==> config.mk <==
export PLATFORM = sky130hd
export DESIGN_NAME = pwm_updown_gen
export DESIGN_NICKNAME = d
export VERILOG_FILES = /design/src/rtl/pwm_pkg.sv /design/src/rtl/pwm_prescaler.sv /design/src/rtl/pwm_counter.sv /design/src/rtl/pwm_channel.sv /design/src/rtl/pwm_updown_gen.sv
export SDC_FILE = /design/constraint.sdc
export NUM_CORES = 1
export LEC_CHECK = 0
export BUFFER_PORTS_ARGS = -buffer_cell sky130_fd_sc_hd__buf_2
export CAP_MARGIN = 25
export CORE_AREA = 3 3 112 114
export DETAILED_ROUTE_END_ITERATION = 10
export DIE_AREA = 0 0 115 117
export PLACE_DENSITY = 0.95
export SLEW_MARGIN = 25
export SYNTH_ARGS = -nofsm -noshare
export SYNTH_HDL_FRONTEND = slang
export SYNTH_HIERARCHICAL = 1
export SYNTH_SLANG_ARGS = --single-unit
==> constraint.sdc <==
create_clock -name clk -period 4.4 [get_ports clk]
set_clock_uncertainty 0.15 [all_clocks]
set_input_delay 0.66 -clock clk [delete_from_list [all_inputs] [get_ports clk]]
set_output_delay 0.66 -clock clk [all_outputs]
set_load 0.02 [all_outputs]
==> src/rtl/pwm_pkg.sv <==
package pwm_pkg;

    localparam int ADDR_W = 3;
    localparam int ACT_W  = 12;
    localparam int NCH    = 2;

    typedef enum logic [ADDR_W-1:0] {
        REG_CTRL  = 3'd0,
        REG_LOAD  = 3'd1,
        REG_CMPA  = 3'd2,
        REG_CMPB  = 3'd3,
        REG_ACTA  = 3'd4,
        REG_ACTB  = 3'd5,
        REG_OEN   = 3'd6,
        REG_PRESC = 3'd7
    } reg_addr_e;

    typedef enum logic [1:0] {
        ACT_KEEP = 2'd0,
        ACT_FLIP = 2'd1,
        ACT_LOW  = 2'd2,
        ACT_HIGH = 2'd3
    } act_e;

    // compare events seen on the current count
    typedef struct packed {
        logic a_up;
        logic a_dn;
        logic b_up;
        logic b_dn;
    } evt_t;

    // compare-B code overrides compare-A code when non-zero
    function automatic act_e pick_action(input logic [ACT_W-1:0] f, input evt_t e);
        act_e ca;
        act_e cb;
        ca = e.a_up ? act_e'(f[5:4])   : (e.a_dn ? act_e'(f[7:6])   : ACT_KEEP);
        cb = e.b_up ? act_e'(f[9:8])   : (e.b_dn ? act_e'(f[11:10]) : ACT_KEEP);
        return (cb != ACT_KEEP) ? cb : ca;
    endfunction

    function automatic logic apply_action(input act_e c, input logic cur);
        logic nxt;
        case (c)
            ACT_FLIP: nxt = ~cur;
            ACT_LOW:  nxt = 1'b0;
            ACT_HIGH: nxt = 1'b1;
            default:  nxt = cur;
        endcase
        return nxt;
    endfunction

endpackage

==> src/rtl/pwm_prescaler.sv <==
module pwm_prescaler #(
    parameter int PRE_W = 8,
    parameter int SEL_W = 3
) (
    input  logic             clk,
    input  logic             rst,
    input  logic             use_div,
    input  logic [SEL_W-1:0] sel,
    output logic             tick
);
    logic [PRE_W-1:0] pcnt;
    logic [PRE_W-1:0] mask;

    always_ff @(posedge clk) begin
        if (rst) pcnt <= '0;
        else     pcnt <= pcnt + PRE_W'(1);
    end

    // divide by 2^(sel+1): tick when the low sel+1 bits are all ones
    always_comb begin
        mask = (PRE_W'(2) << sel) - PRE_W'(1);
        tick = !use_div || ((pcnt & mask) == mask);
    end
endmodule

==> src/rtl/pwm_counter.sv <==
module pwm_counter
    import pwm_pkg::*;
#(
    parameter int CNT_W = 16
) (
    input  logic             clk,
    input  logic             rst,
    input  logic             run,
    input  logic             updown,
    input  logic             tick,
    input  logic [CNT_W-1:0] load_p,
    input  logic [CNT_W-1:0] cmpa_p,
    input  logic [CNT_W-1:0] cmpb_p,
    output logic [CNT_W-1:0] cnt,
    output logic [CNT_W-1:0] load_w,
    output logic [CNT_W-1:0] cmpa_w,
    output logic [CNT_W-1:0] cmpb_w,
    output evt_t             evt
);
    localparam logic [CNT_W-1:0] ONE = CNT_W'(1);

    logic dir_up;
    logic at_zero;
    logic at_top;

    assign at_zero = (cnt == '0);
    assign at_top  = (cnt >= load_w);

    always_ff @(posedge clk) begin
        if (rst) begin
            cnt    <= '0;
            dir_up <= 1'b0;
            load_w <= '0;
            cmpa_w <= '0;
            cmpb_w <= '0;
        end else if (!run) begin
            cnt    <= '0;
            dir_up <= 1'b0;
            load_w <= load_p;
            cmpa_w <= cmpa_p;
            cmpb_w <= cmpb_p;
        end else if (tick) begin
            if (at_zero) begin
                load_w <= load_p;
                cmpa_w <= cmpa_p;
                cmpb_w <= cmpb_p;
                if (updown) begin
                    cnt    <= (load_p != '0) ? ONE : '0;
                    dir_up <= (load_p != '0);
                end else begin
                    cnt    <= load_p;
                    dir_up <= 1'b0;
                end
            end else if (updown && dir_up) begin
                if (at_top) begin
                    cnt    <= cnt - ONE;
                    dir_up <= 1'b0;
                end else begin
                    cnt <= cnt + ONE;
                end
            end else begin
                cnt    <= cnt - ONE;
                dir_up <= 1'b0;
            end
        end
    end

    always_comb begin
        evt.a_up = (cnt == cmpa_w) &&  dir_up;
        evt.a_dn = (cnt == cmpa_w) && !dir_up;
        evt.b_up = (cnt == cmpb_w) &&  dir_up;
        evt.b_dn = (cnt == cmpb_w) && !dir_up;
    end
endmodule

==> src/rtl/pwm_channel.sv <==
module pwm_channel
    import pwm_pkg::*;
(
    input  logic             clk,
    input  logic             rst,
    input  logic             run,
    input  logic             tick,
    input  evt_t             evt,
    input  logic [ACT_W-1:0] fields,
    input  logic             oen,
    output logic             state,
    output logic             pin
);
    always_ff @(posedge clk) begin
        if (rst)       state <= 1'b0;
        else if (!run) state <= 1'b0;
        else if (tick) state <= apply_action(pick_action(fields, evt), state);
    end

    assign pin = state & oen;
endmodule

==> src/rtl/pwm_updown_gen.sv <==
module pwm_updown_gen
    import pwm_pkg::*;
#(
    parameter int CNT_W  = 16,
    parameter int PRE_W  = 8,
    parameter int SEL_W  = 3,
    parameter int DATA_W = 16
) (
    input  logic              clk,
    input  logic              rst,
    input  logic              wr_en,
    input  logic [ADDR_W-1:0] wr_addr,
    input  logic [DATA_W-1:0] wr_data,
    output logic              tick_o,
    output logic              pwm_a,
    output logic              pwm_b
);
    // programmed values
    logic             run_q;
    logic             ud_q;
    logic [CNT_W-1:0] load_q;
    logic [CNT_W-1:0] cmpa_q;
    logic [CNT_W-1:0] cmpb_q;
    logic [ACT_W-1:0] act_q [NCH];
    logic [NCH-1:0]   oen_q;
    logic             use_div_q;
    logic [SEL_W-1:0] sel_q;

    // datapath
    logic             tick;
    logic [CNT_W-1:0] cnt;
    logic [CNT_W-1:0] load_w;
    logic [CNT_W-1:0] cmpa_w;
    logic [CNT_W-1:0] cmpb_w;
    evt_t             evt;
    logic [NCH-1:0]   ch_state;
    logic [NCH-1:0]   ch_pin;

    always_ff @(posedge clk) begin
        if (rst) begin
            run_q     <= 1'b0;
            ud_q      <= 1'b0;
            load_q    <= '0;
            cmpa_q    <= '0;
            cmpb_q    <= '0;
            oen_q     <= '0;
            use_div_q <= 1'b0;
            sel_q     <= '0;
            for (int i = 0; i < NCH; i++) act_q[i] <= '0;
        end else if (wr_en) begin
            case (reg_addr_e'(wr_addr))
                REG_CTRL: begin
                    run_q <= wr_data[0];
                    ud_q  <= wr_data[1];
                end
                REG_LOAD:  load_q   <= wr_data[CNT_W-1:0];
                REG_CMPA:  cmpa_q   <= wr_data[CNT_W-1:0];
                REG_CMPB:  cmpb_q   <= wr_data[CNT_W-1:0];
                REG_ACTA:  act_q[0] <= wr_data[ACT_W-1:0];
                REG_ACTB:  act_q[1] <= wr_data[ACT_W-1:0];
                REG_OEN:   oen_q    <= wr_data[NCH-1:0];
                REG_PRESC: begin
                    use_div_q <= wr_data[0];
                    sel_q     <= wr_data[SEL_W:1];
                end
                default: ;
            endcase
        end
    end

    pwm_prescaler #(.PRE_W(PRE_W), .SEL_W(SEL_W)) u_pre (
        .clk     (clk),
        .rst     (rst),
        .use_div (use_div_q),
        .sel     (sel_q),
        .tick    (tick)
    );

    pwm_counter #(.CNT_W(CNT_W)) u_cnt (
        .clk    (clk),
        .rst    (rst),
        .run    (run_q),
        .updown (ud_q),
        .tick   (tick),
        .load_p (load_q),
        .cmpa_p (cmpa_q),
        .cmpb_p (cmpb_q),
        .cnt    (cnt),
        .load_w (load_w),
        .cmpa_w (cmpa_w),
        .cmpb_w (cmpb_w),
        .evt    (evt)
    );

    for (genvar g = 0; g < NCH; g++) begin : g_ch
        pwm_channel u_ch (
            .clk    (clk),
            .rst    (rst),
            .run    (run_q),
            .tick   (tick),
            .evt    (evt),
            .fields (act_q[g]),
            .oen    (oen_q[g]),
            .state  (ch_state[g]),
            .pin    (ch_pin[g])
        );
    end

    assign tick_o = tick;
    assign pwm_a  = ch_pin[0];
    assign pwm_b  = ch_pin[1];
endmodule

==> summary.md, run 1 <==
| Metric | Value |
|---|---|
| Setup total negative slack | `0 ns` |
| Hold WC Path Type | `reg2reg` |
| Min-Delay Path Depth | `2` |
| CP endpoint kind | `register` |
| Layout cell share with drive strength beyond 1 | `0.0947` |
| Dpl ws | `~1 ns` |
| Minimum clock period | `between 3 and 4 ns` |
| RSZ-0062 raised after global routing | `false` |
| Slew Limit Fails | `0` |
| Worst slew pin tran | `0.914 ns` |
| Row count | `39` |
| Total number of vias | `about 6.4k` |
| Largest net degree at the start of global routing | `72` |
| Initial Utilization | `0.654` |
| TritonCTS clock tree | `yes` |
| Internal Power | `2350 uW` |
| Crit path largest cell delay | `between 0.8 and 0.9 ns` |
| Port Buf Inserts | `24` |
| Fmax | `approximately 0.27 GHz` |
| Outcome | `completed` |
| Hold path start | `u_cnt/load_w[6]` |
| Min Hold Slack | `0.303 ns` |
| Antenna-violating nets left | `0` |
| Final Wtd Congestion | `0.915` |
| Longest Clk Path Bufs | `2` |
| Die height | `117 um` |
| TritonCTS Buffers | `17` |
| Drt drc | `0` |
| Number of setup buffers added after CTS | `0` |
| Slew Limit Headroom | `0.390` |
| Grt ovf | `0` |
| Hold EP | `u_cnt/load_w[6]` |
| Htree depth | `4` |
| DIE AREA | `between 10000 and 15000 um^2` |
| Worst r2r src | `u_cnt/cnt[6]` |
| Clock power share | `0.477` |
| Post-synthesis average cell area | `just under 9 um^2` |
| Cts repair resizes | `0` |
| Ant. Diodes | `0` |
| CP startpoint kind | `register` |
| P per Cell Area | `371 nW/um^2` |
| Endpoints failing setup | `0` |
| Leak Pwr | `~0.0031 uW` |
| Drt pass-1 iters | `7` |
| Hold-fix buffer count after cts | `0` |
| MaxCap Viol Count | `0` |
| Clk root buf | `clkbuf_16` |
| Worst vdd ir | `0.355 mV` |
| Crit-path cells | `nor4_4 -> nand2_1 -> or3_4 -> or4_1 -> o21ai_4 -> buf_4 -> nand2_1 -> a21oi_1` |
| Reg clk slew, reported paths | `0.06 ns` |
| Final WL | `slightly above 20000 um` |
| Worst EP required | `roughly 4.6 ns` |
| Synthesis warning total | `6` |
| CP Class | `reg2reg` |
| DPL Wire Length | `around 12000 um` |
| Post-Syn Instances | `842` |
| Sequential Power Share | `0.465` |
| Worst path slowest cell | `or4_1` |
| Clock Sink Count | `approximately 150` |
| Critical path arrival | `3.82 ns` |
| Final #Nets | `approximately 870` |
| Cell mode on critical path | `nand2_1` |
| First-pass GRT wire length | `approximately 32000 um` |
| Final Cycle Share | `0.828` |
| Hold Vio Cnt, Final | `0` |
| Drt wl/cell | `roughly 21 um` |
| Combinational fraction of design power | `0.059` |
| Mapped cell area | `7530 um^2` |
| CP max FO | `48` |
| Initial antenna violation count | `0` |
| Via/cell ratio | `around 6.5` |
| Worst reg2reg endpoint | `u_cnt/cmpb_w[4]` |
| Worst reg2reg setup slack | `0.76 ns` |
| I/O pins | `25` |
| Clk_lat worst skew | `0.43 ns` |
| Detailed Route Iter0 Violations | `a little over 700` |
| Fin worst setup slack | `around 0.76 ns` |
| GR Util All Layers | `0.311` |
| Syn nets | `slightly below 900` |
| Area Growth Syn to Fin | `8.97%` |
| Net Sw Frac | `0.229` |
| Core box area | `around 12000 um^2` |
| Worst Reg2Reg Path Length in Cells | `8` |
| Vias in the first global route | `~6.2k` |
| P_sw | `between 600 and 700 uW` |
| Die X | `115 um` |
==> worst max path at each step <==
| stage | from | endpoint | slack (ns) | cells after the start |
|---|---|---|---|---|
| 6_report | u_cnt/cnt[6] | u_cnt/cmpb_w[4] | 0.76 | 8 |
| 5_1_grt | u_cnt/cnt[6] | u_cnt/cmpb_w[4] | 0.65 | 8 |
| 4_1_cts | u_cnt/cnt[6] | u_cnt/cmpb_w[4] | 0.87 | 8 |
| 3_5_place_dp | u_cnt/cnt[6] | u_cnt/load_w[15] | 1.01 | 8 |
| 3_3_place_gp | u_cnt/cnt[6] | u_cnt/cmpa_w[9] | 1.13 | 8 |
| 2_1_floorplan | u_cnt/cnt[15] | u_cnt/cnt[15] | 1.63 | 8 |
==> final cells by class <==
type	count	area (um^2)
multi-input cells	614	4060
clock inverters	6	65.1
well taps	143	179
repair buffers	30	188
fillers	736	3310
inverters	22	82.6
clock buffers	26	531
flip-flops and latches	147	3100
==> stage by stage <==
stage / area, um^2 / util / total power [uW] / std cells
2_1_floorplan: 7530 / - / 1560 / 842
3_3_place_gp: 7570 / 0.658 / 1590 / 955
3_5_place_dp: 7610 / 0.660 / 1600 / 956
4_1_cts: 8200 / 0.712 / 3030 / 988
5_1_grt: 8200 / 0.712 / 3110 / 988
6_report: 8200 / 0.712 / 3040 / 988
==> cell usage in the layout, fill, tap and decap left out, types with 13 or more instances in the layout <==
cell type	count
ha_1	20
nand3_1	19
edfxtp_1	16
nand2_1	123
and2_1	13
nor2_1	31
clkbuf_16	18
inv_1	22
xor2_1	15
dfxtp_1	131
nand2b_1	76
a21oi_1	59
nand4_1	15
o21ai_0	22
mux2i_1	63
xnor2_1	46
a31oi_1	13
buf_2	23
==> flip-flops by register name, summed over array words and instances (netlist names), 2 cells and up <==
signal           cells
u_cnt/load_w        16
sel_q                3
u_cnt/cmpa_w        16
u_cnt/cnt           16
oen_q                2
load_q              16
cmpa_q              16
cmpb_q              16
u_cnt/cmpb_w        16
act_q               16
u_pre/pcnt           8
g_ch.u_ch/state      2
==> power groups by stage <==
stage / Combinational (uW) / Sequential, uW / Clock [uW]
after CTS: 172 / 1410 / 1450
after global routing: 190 / 1410 / 1510
after global placement: 157 / 1440 / 0
after floorplan: 127 / 1430 / 0
after detailed placement: 164 / 1440 / 0
final: 178 / 1410 / 1450
==> worst max-delay path: cells and delay by family, from the launching register on <==
kind / cells / cell delay [ns]
compound gates: 2 / 0.50
buf+inv: 1 / 0.46
flops: 1 / 0.47
simple gates: 5 / 1.93
==> per-layer routing <==
layer	GRT usage	routed length [um]	vias to the layer above	share of wire
li1	-	-	2873	-
met1	0.379	7960	3053	0.39
met2	0.515	9650	390	0.48
met3	0.0694	1730	86	0.085
met4	0.167	933	0	0.046
met5	0	0	-	0
Power figures use the tool's default switching activity.
==> run 2: changes to the inputs <==
Settings changed: CORE_AREA 3 3 112 114 to 3 3 122 124, DIE_AREA 0 0 115 117 to 0 0 125 127, PLACE_DENSITY 0.95 to 0.86.
Clock period 4.4 ns to 3.3 ns, I/O delays scaled along.
==> run 2 against run 1 <==
Largest cell class unchanged. Count of clock-buffer cells in the layout decreased by 7. Sequential power increased by 33%. Highest routed layer unchanged. Wire length down 10%. Global-route usage fell by 7.7 points. Worst setup slack worse by 0.37 ns. Fmax grew 25%. Sequential share of layout area fell by 0.82 points. Final cell count rose by 4.9%. Critical path type unchanged. Sequential cell count unchanged.
==> summary.md, run 2 (synthesis gave the netlist of run 1 again) <==
| Metric | Value |
|---|---|
| CP Depth | `8 (unchanged)` |
| Initial antenna violation count | `0 (unchanged)` |
| Drt drc | `0 (unchanged)` |
| Ant. Diodes | `0 (unchanged)` |
| Clk root buf | `clkbuf_16 (unchanged)` |
| Worst reg2reg endpoint | `u_cnt/cnt[4] (was u_cnt/cmpb_w[4])` |
| Dpl ws | `0.475 ns (was 1.01 ns)` |
| Core box area | `13900 um^2 (was 11500 um^2)` |
| Hold-fix buffer count after cts | `0 (unchanged)` |
| Final WL | `18200 um (was 20300 um)` |
| Longest Clk Path Bufs | `2 (unchanged)` |
| Die height | `127 um (was 117 um)` |
| Total number of vias | `6089 (was 6402)` |
| Fin worst setup slack | `0.383 ns (was 0.758 ns)` |
| Worst vdd ir | `0.401 mV (was 0.355 mV)` |
| Row count | `43 (was 39)` |
| Final #Nets | `885 (was 874)` |
| Crit path largest cell delay | `0.62 ns (was 0.86 ns)` |
| Hold WC Path Type | `in2reg (was reg2reg)` |
| Final Cycle Share | `0.884 (was 0.828)` |
| TritonCTS Buffers | `17 (unchanged)` |
| Htree depth | `4 (unchanged)` |
| Detailed Route Iter0 Violations | `432 (was 715)` |
| GR Util All Layers | `0.234 (was 0.311)` |
| Crit-path cells | `ha_1 -> nand4_1 -> or4_1 -> o211ai_1 -> buf_4 -> mux2i_1 -> xnor2_1 -> o32ai_1 (was nor4_4 -> nand2_1 -> or3_4 -> or4_1 -> o21ai_4 -> buf_4 -> nand2_1 -> a21oi_1)` |
| Worst EP required | `3.48 ns (was 4.58 ns)` |
| Antenna-violating nets left | `0 (unchanged)` |
| CP Class | `reg2reg (unchanged)` |
| Largest net degree at the start of global routing | `88 (was 72)` |
| Worst Path Buf+Inv | `1 (unchanged)` |
| Critical path launch point | `u_cnt/cnt[10] (was u_cnt/cnt[6])` |
| Setup crit end | `u_cnt/cnt[4] (was u_cnt/cmpb_w[4])` |
| Slew Limit Fails | `0 (unchanged)` |
| CP delay by family, top | `simple AND/OR/NAND/NOR gates (unchanged)` |
| Grt ovf | `0 (unchanged)` |
| Area Growth Syn to Fin | `11.4% (was 8.97%)` |
| Worst slew pin tran | `0.902 ns (was 0.914 ns)` |
| RSZ-0062 raised after global routing | `false (unchanged)` |
| Outcome | `completed (unchanged)` |
| Endpoints failing setup | `0 (unchanged)` |
| Fmax | `0.343 GHz (was 0.275 GHz)` |
| Slew Limit Headroom | `0.398 (was 0.390)` |
| Final core occ | `0.604 (was 0.712)` |
| TritonCTS clock tree | `yes (unchanged)` |
| Initial Utilization | `0.542 (was 0.654)` |
| Drt wl/cell | `17.6 um (was 20.5 um)` |
| Number of setup buffers added after CTS | `0 (unchanged)` |
| Final Wtd Congestion | `0.982 (was 0.915)` |
| First-pass GRT wire length | `29900 um (was 32000 um)` |
| Clk_lat worst skew | `0.43 ns (about the same)` |
| Critical path arrival | `3.09 ns (was 3.82 ns)` |
| CP startpoint kind | `register (unchanged)` |
| Worst Reg2Reg Path Length in Cells | `8 (unchanged)` |
| Die X | `125 um (was 115 um)` |
| MaxCap Viol Count | `0 (unchanged)` |
| Via/cell ratio | `5.88 (was 6.48)` |
| Layout cell share with drive strength beyond 1 | `0.104 (was 0.0947)` |
| Vias in the first global route | `5946 (was 6192)` |
| CP endpoint kind | `register (unchanged)` |
| Reg clk slew, reported paths | `0.06 ns (about the same)` |
| DPL Wire Length | `12100 um (about the same)` |
| Most common cell after layout, fill and taps aside | `dfxtp_1 (unchanged)` |
| DIE AREA | `15900 um^2 (was 13500 um^2)` |
| Worst path slowest cell | `dfxtp_1 (was or4_1)` |
| Drt pass-1 iters | `7 (unchanged)` |
| Leak Pwr | `0.00320 uW (was 0.00312 uW)` |
| Leading cell types in the layout, fill and taps excluded | `131 x dfxtp_1, 123 x nand2_1, 76 x nand2b_1 (unchanged)` |
| Cts repair resizes | `0 (unchanged)` |
| Pwr Total | `4280 uW (was 3040 uW)` |
| Hold Vio Cnt, Final | `0 (unchanged)` |
| Worst reg2reg setup slack | `0.38 ns (was 0.76 ns)` |
| Minimum clock period | `2.92 ns (was 3.64 ns)` |
| Port Buf Inserts | `24 (unchanged)` |
| Setup total negative slack | `0 ns (unchanged)` |
| P per Cell Area | `511 nW/um^2 (was 371 nW/um^2)` |
| CP max FO | `20 (was 48)` |
| I/O pins | `25 (unchanged)` |
| Clock Sink Count | `147 (unchanged)` |
| Worst r2r src | `u_cnt/cnt[10] (was u_cnt/cnt[6])` |
-- run 2: how the worst min path moves through the flow --
stage	cells after the start	to	from
final	3	cmpb_q[14]	wr_data[14]
after global routing	3	cmpb_q[14]	wr_data[14]
after CTS	3	cmpb_q[14]	wr_data[14]
after detailed placement	2	u_cnt/cmpa_w[1]	cmpa_q[1]
after global placement	2	u_cnt/load_w[9]	u_cnt/load_w[9]
after floorplan	2	u_cnt/load_w[13]	u_cnt/load_w[13]
-- run 2: per-layer routing --
layer,global-route usage,part of all wire,vias up
met5,0,0,-
met4,0.103,0.033,0
met3,0.0606,0.076,56
met2,0.388,0.48,257
met1,0.290,0.41,2885
li1,-,-,2891
-- run 2: layout make-up --
cell class | count | area, um^2
Sequential cell | 147 | 3100
Inverter | 22 | 82.6
Timing Repair Buffer | 41 | 263
Clock inverter | 13 | 230
Multi-Input combinational cell | 614 | 4050
Clock buffer | 19 | 433
Fill cell | 1160 | 5500
Tap cell | 180 | 225
-- run 2: where the power goes --
group | switching [uW] | leakage (uW) | internal (uW)
combinational | 131 | 0.00168 | 95.8
sequential | 31.4 | 0.00121 | 1850
clock | 760 | 0.000316 | 1420
total | 922 | 0.00320 | 3360
-- run 2: stage by stage --
stage	cell area [um^2]	instances	hold WS [ns]
6_report	8390	1036	0.231
5_1_grt	8390	1036	0.237
4_1_cts	8390	1036	0.227
3_5_place_dp	7720	1004	0.294
3_3_place_gp	7720	1004	0.289
2_1_floorplan	7530	842	0.282
-- run 2: worst reg2reg max path: stages (launching register included) --
cell and delay, ns:
dfxtp_1 0.62, ha_1 0.25, nand4_1 0.13, or4_1 0.52, o211ai_1 0.17, buf_4 0.32, mux2i_1 0.30, xnor2_1 0.12
o32ai_1 0.25
==> run 3: changes to the inputs <==
Settings changed: CORE_AREA 3 3 122 124 to 3 3 117 119, DIE_AREA 0 0 125 127 to 0 0 120 122, MAX_ROUTING_LAYER set to met4, SYNTH_HIERARCHICAL 1 to not set.
==> run 3 against run 2 <==
Die area shrank 7.8%. First-iteration DRC count grew 25%. Wire length grew 5.4%. Sequential cell count is the same. Via count grew 4.3%. Fmax shrank 4.7%. Global-route usage grew 4.6 points. Worst setup slack lost 0.15 ns. Critical endpoint is now u_cnt.cnt[6]. Highest routed layer unchanged.
==> summary.md, run 3 <==
| Metric | Value |
|---|---|
| Total number of vias | `6348 (was 6089)` |
| Synth top area cells | `dfxtp_1 37%, nand2_1 11%, a21oi_1 7.4%` |
| Drt wl/cell | `17.9 um (was 17.6 um)` |
| Number of setup buffers added after CTS | `0 (unchanged)` |
| Min Hold Slack | `0.197 ns (was 0.231 ns)` |
| Mux contribution to synthesized area | `0.0412` |
| Final Cycle Share | `0.928 (was 0.884)` |
| Initial antenna violation count | `0 (unchanged)` |
| Sequential share of the synthesized area | `0.434` |
| CP Class | `reg2reg (unchanged)` |
| Largest net degree at the start of global routing | `101 (was 88)` |
| Die height | `122 um (was 127 um)` |
| Syn nets | `918 (was 884)` |
| Setup total negative slack | `0 ns (unchanged)` |
| Critical path arrival | `3.22 ns (was 3.09 ns)` |
| Most common cell after layout, fill and taps aside | `nand2_1 (was dfxtp_1)` |
| Post-Syn Instances | `876 (was 842)` |
| Synth Area in Compound Gates | `0.144` |
| Top-area cell type share of the netlist area | `0.367` |
| Net Sw Frac | `0.225 (was 0.215)` |
| Drt drc | `0 (unchanged)` |
| Fmax | `0.327 GHz (was 0.343 GHz)` |
| #FFs+latches synth | `approximately 150` |
| Post-synthesis average cell area | `8.15 um^2 (was 8.94 um^2)` |
| Area taken by flip-flops and latches | `3100 um^2 (unchanged)` |
| Leading cell type by number of instances after synthesis | `nand2_1` |
| Port Buf Inserts | `24 (unchanged)` |
| TritonCTS clock tree | `yes (unchanged)` |
| RSZ-0062 raised after global routing | `false (unchanged)` |
| Fin worst setup slack | `0.238 ns (was 0.383 ns)` |
| Slew Limit Fails | `0 (unchanged)` |
| Placed Instances | `1038 (was 1004)` |
| Clk_lat worst skew | `0.43 ns (about the same)` |
| Library cells used by synthesis | `59` |
| Final non-filler cell total | `1070 (was 1036)` |
| Reg clk slew, reported paths | `0.06 ns (about the same)` |
| Grt ovf | `0 (unchanged)` |
| Leading cell types in the layout, fill and taps excluded | `213 x nand2_1, 131 x dfxtp_1, 105 x a21oi_1 (was 131 x dfxtp_1, 123 x nand2_1, 76 x nand2b_1)` |
| Drt pass-1 iters | `5 (was 7)` |
| Core box area | `12700 um^2 (was 13900 um^2)` |
| Htree depth | `4 (unchanged)` |
| CP endpoint kind | `register (unchanged)` |
| Final WL | `19200 um (was 18200 um)` |
| Area Growth Syn to Fin | `13.0% (was 11.4%)` |
| CP startpoint kind | `register (unchanged)` |
| DPL Wire Length | `12900 um (was 12100 um)` |
| Outcome | `completed (unchanged)` |
| Combinational fraction of design power | `0.051 (was 0.053)` |
| I/O pins | `25 (unchanged)` |
| CP max FO | `20 (unchanged)` |
| Largest family of logic cells by synthesized area | `simple AND/OR/NAND/NOR gates` |
| Detailed Route Iter0 Violations | `541 (was 432)` |
| Longest Clk Path Bufs | `2 (unchanged)` |
| Via/cell ratio | `5.93 (was 5.88)` |
| Worst vdd ir | `0.483 mV (was 0.401 mV)` |
| Ant. Diodes | `0 (unchanged)` |
| TritonCTS Buffers | `17 (unchanged)` |
| Post-synthesis adder-cell area fraction | `0.0350` |
| Endpoints failing setup | `0 (unchanged)` |
| Cts repair resizes | `0 (unchanged)` |
| Area occupied by multi-input gates | `3700 um^2 (was 4050 um^2)` |
| P_sw | `927 uW (was 922 uW)` |
| Vias in the first global route | `6030 (was 5946)` |
| Final Wtd Congestion | `0.975 (was 0.982)` |
| Hold-fix buffer count after cts | `0 (unchanged)` |
| Layout cell share with drive strength beyond 1 | `0.125 (was 0.104)` |
| DIE AREA | `14600 um^2 (was 15900 um^2)` |
| Die X | `120 um (was 125 um)` |
| Synth Area in Simple Gates | `0.240` |
| Most common library cells after synthesis | `213 x nand2_1, 131 x dfxtp_1, 105 x a21oi_1` |
| Synthesis warning total | `0 (was 6)` |
| GR Util All Layers | `0.280 (was 0.234)` |
| Final #Nets | `927 (was 885)` |
| Dpl ws | `0.343 ns (was 0.475 ns)` |
| Mapped cell area | `7140 um^2 (was 7530 um^2)` |
| Slew Limit Headroom | `0.332 (was 0.398)` |
| Sequential Power Share | `0.455 (was 0.438)` |
| Post-synth EDFFs | `16` |
| Clock Sink Count | `147 (unchanged)` |
| Clk root buf | `clkbuf_16 (unchanged)` |
| Primary FF master, synth | `dfxtp_1` |
| Clock power share | `0.493 (was 0.509)` |
| Hold WC Path Type | `in2reg (unchanged)` |
| Leak Pwr | `0.00316 uW (was 0.00320 uW)` |
| Row count | `41 (was 43)` |
| Hold Vio Cnt, Final | `0 (unchanged)` |
| Cell taking the most area after synthesis | `dfxtp_1` |
| First-pass GRT wire length | `30800 um (was 29900 um)` |
| Internal Power | `3190 uW (was 3360 uW)` |
| FFs w/ async S/R, synth | `0` |
| P per Cell Area | `510 nW/um^2 (was 511 nW/um^2)` |
| Worst slew pin tran | `1.00 ns (was 0.902 ns)` |
| Initial Utilization | `0.564 (was 0.542)` |
| Post-synthesis xor/xnor area fraction | `0.0552` |
| Minimum clock period | `3.06 ns (was 2.92 ns)` |
| Fillers | `1018 (was 1160)` |
| Worst EP required | `3.46 ns (was 3.48 ns)` |
| Antenna-violating nets left | `0 (unchanged)` |
| MaxCap Viol Count | `0 (unchanged)` |
[run 3: critical path, stage by stage (launching register included)]
cell and delay [ns]:
dfxtp_1 0.39, ha_1 0.37, nand4_1 0.15, nor4_1 0.38
a32oi_1 0.21, nand2_1 0.20, buf_4 0.31, mux2i_1 0.32
mux2i_1 0.31, a31oi_1 0.13
[run 3: power groups by stage]
stage          Combinational [uW]  Sequential, uW  Clock, uW
2_1_floorplan                 137            1900          0
3_3_place_gp                  201            1910          0
3_5_place_dp                  205            1910          0
4_1_cts                       208            1870       2040
5_1_grt                       232            1880       2120
6_report                      211            1870       2030
[run 3: per-layer routing]
metal,vias to the layer above,wire [um],GRT usage
li1,3007,-,-
met1,2937,7430,0.341
met2,334,8970,0.440
met3,70,1810,0.0497
met4,0,989,0.158
met5,-,0,-
[run 3: logic make-up (layout without fill, tap and decap cells)]
kind of cell               count (synthesis)  count (layout)
and+or+nand+nor                          376             376
muxes                                     29              29
DFF                                      147             147
AOI/OAI and AO/OA                        174             174
xor gates and xnor gates                  45              45
adders and majority gates                 20              20
buffers and inverters                     85             107
[run 3: final timing paths]
| path | from | endpoint | slack [ns] | cells past startpoint |
|---|---|---|---|---|
| hold reg to reg | u_cnt.load_w[12] | u_cnt.load_w[12] | 0.30 | 2 |
| setup reg to reg | u_cnt.cnt[15] | u_cnt.cnt[6] | 0.24 | 9 |
| hold / removal | wr_data[14] | load_q[14] | 0.20 | 3 |
| setup / recovery | u_cnt.cnt[15] | u_cnt.cnt[6] | 0.24 | 9 |
[run 3: through the flow]
step | instance area [um^2] | power (uW) | util
finish | 8080 | 4120 | 0.637
global route | 8080 | 4230 | 0.637
CTS | 8070 | 4130 | 0.637
detailed placement | 7440 | 2120 | 0.587
global placement | 7440 | 2110 | 0.587
floorplan | 7140 | 2040 | -
[run 3: layout make-up]
type / count / share of cell area
well taps: 172 / 0.0267
flip-flops and latches: 147 / 0.384
multi-input cells: 644 / 0.458
clock inverters: 11 / 0.0183
clock buffers: 21 / 0.0595
repair buffers: 51 / 0.0423
inverters: 24 / 0.0112
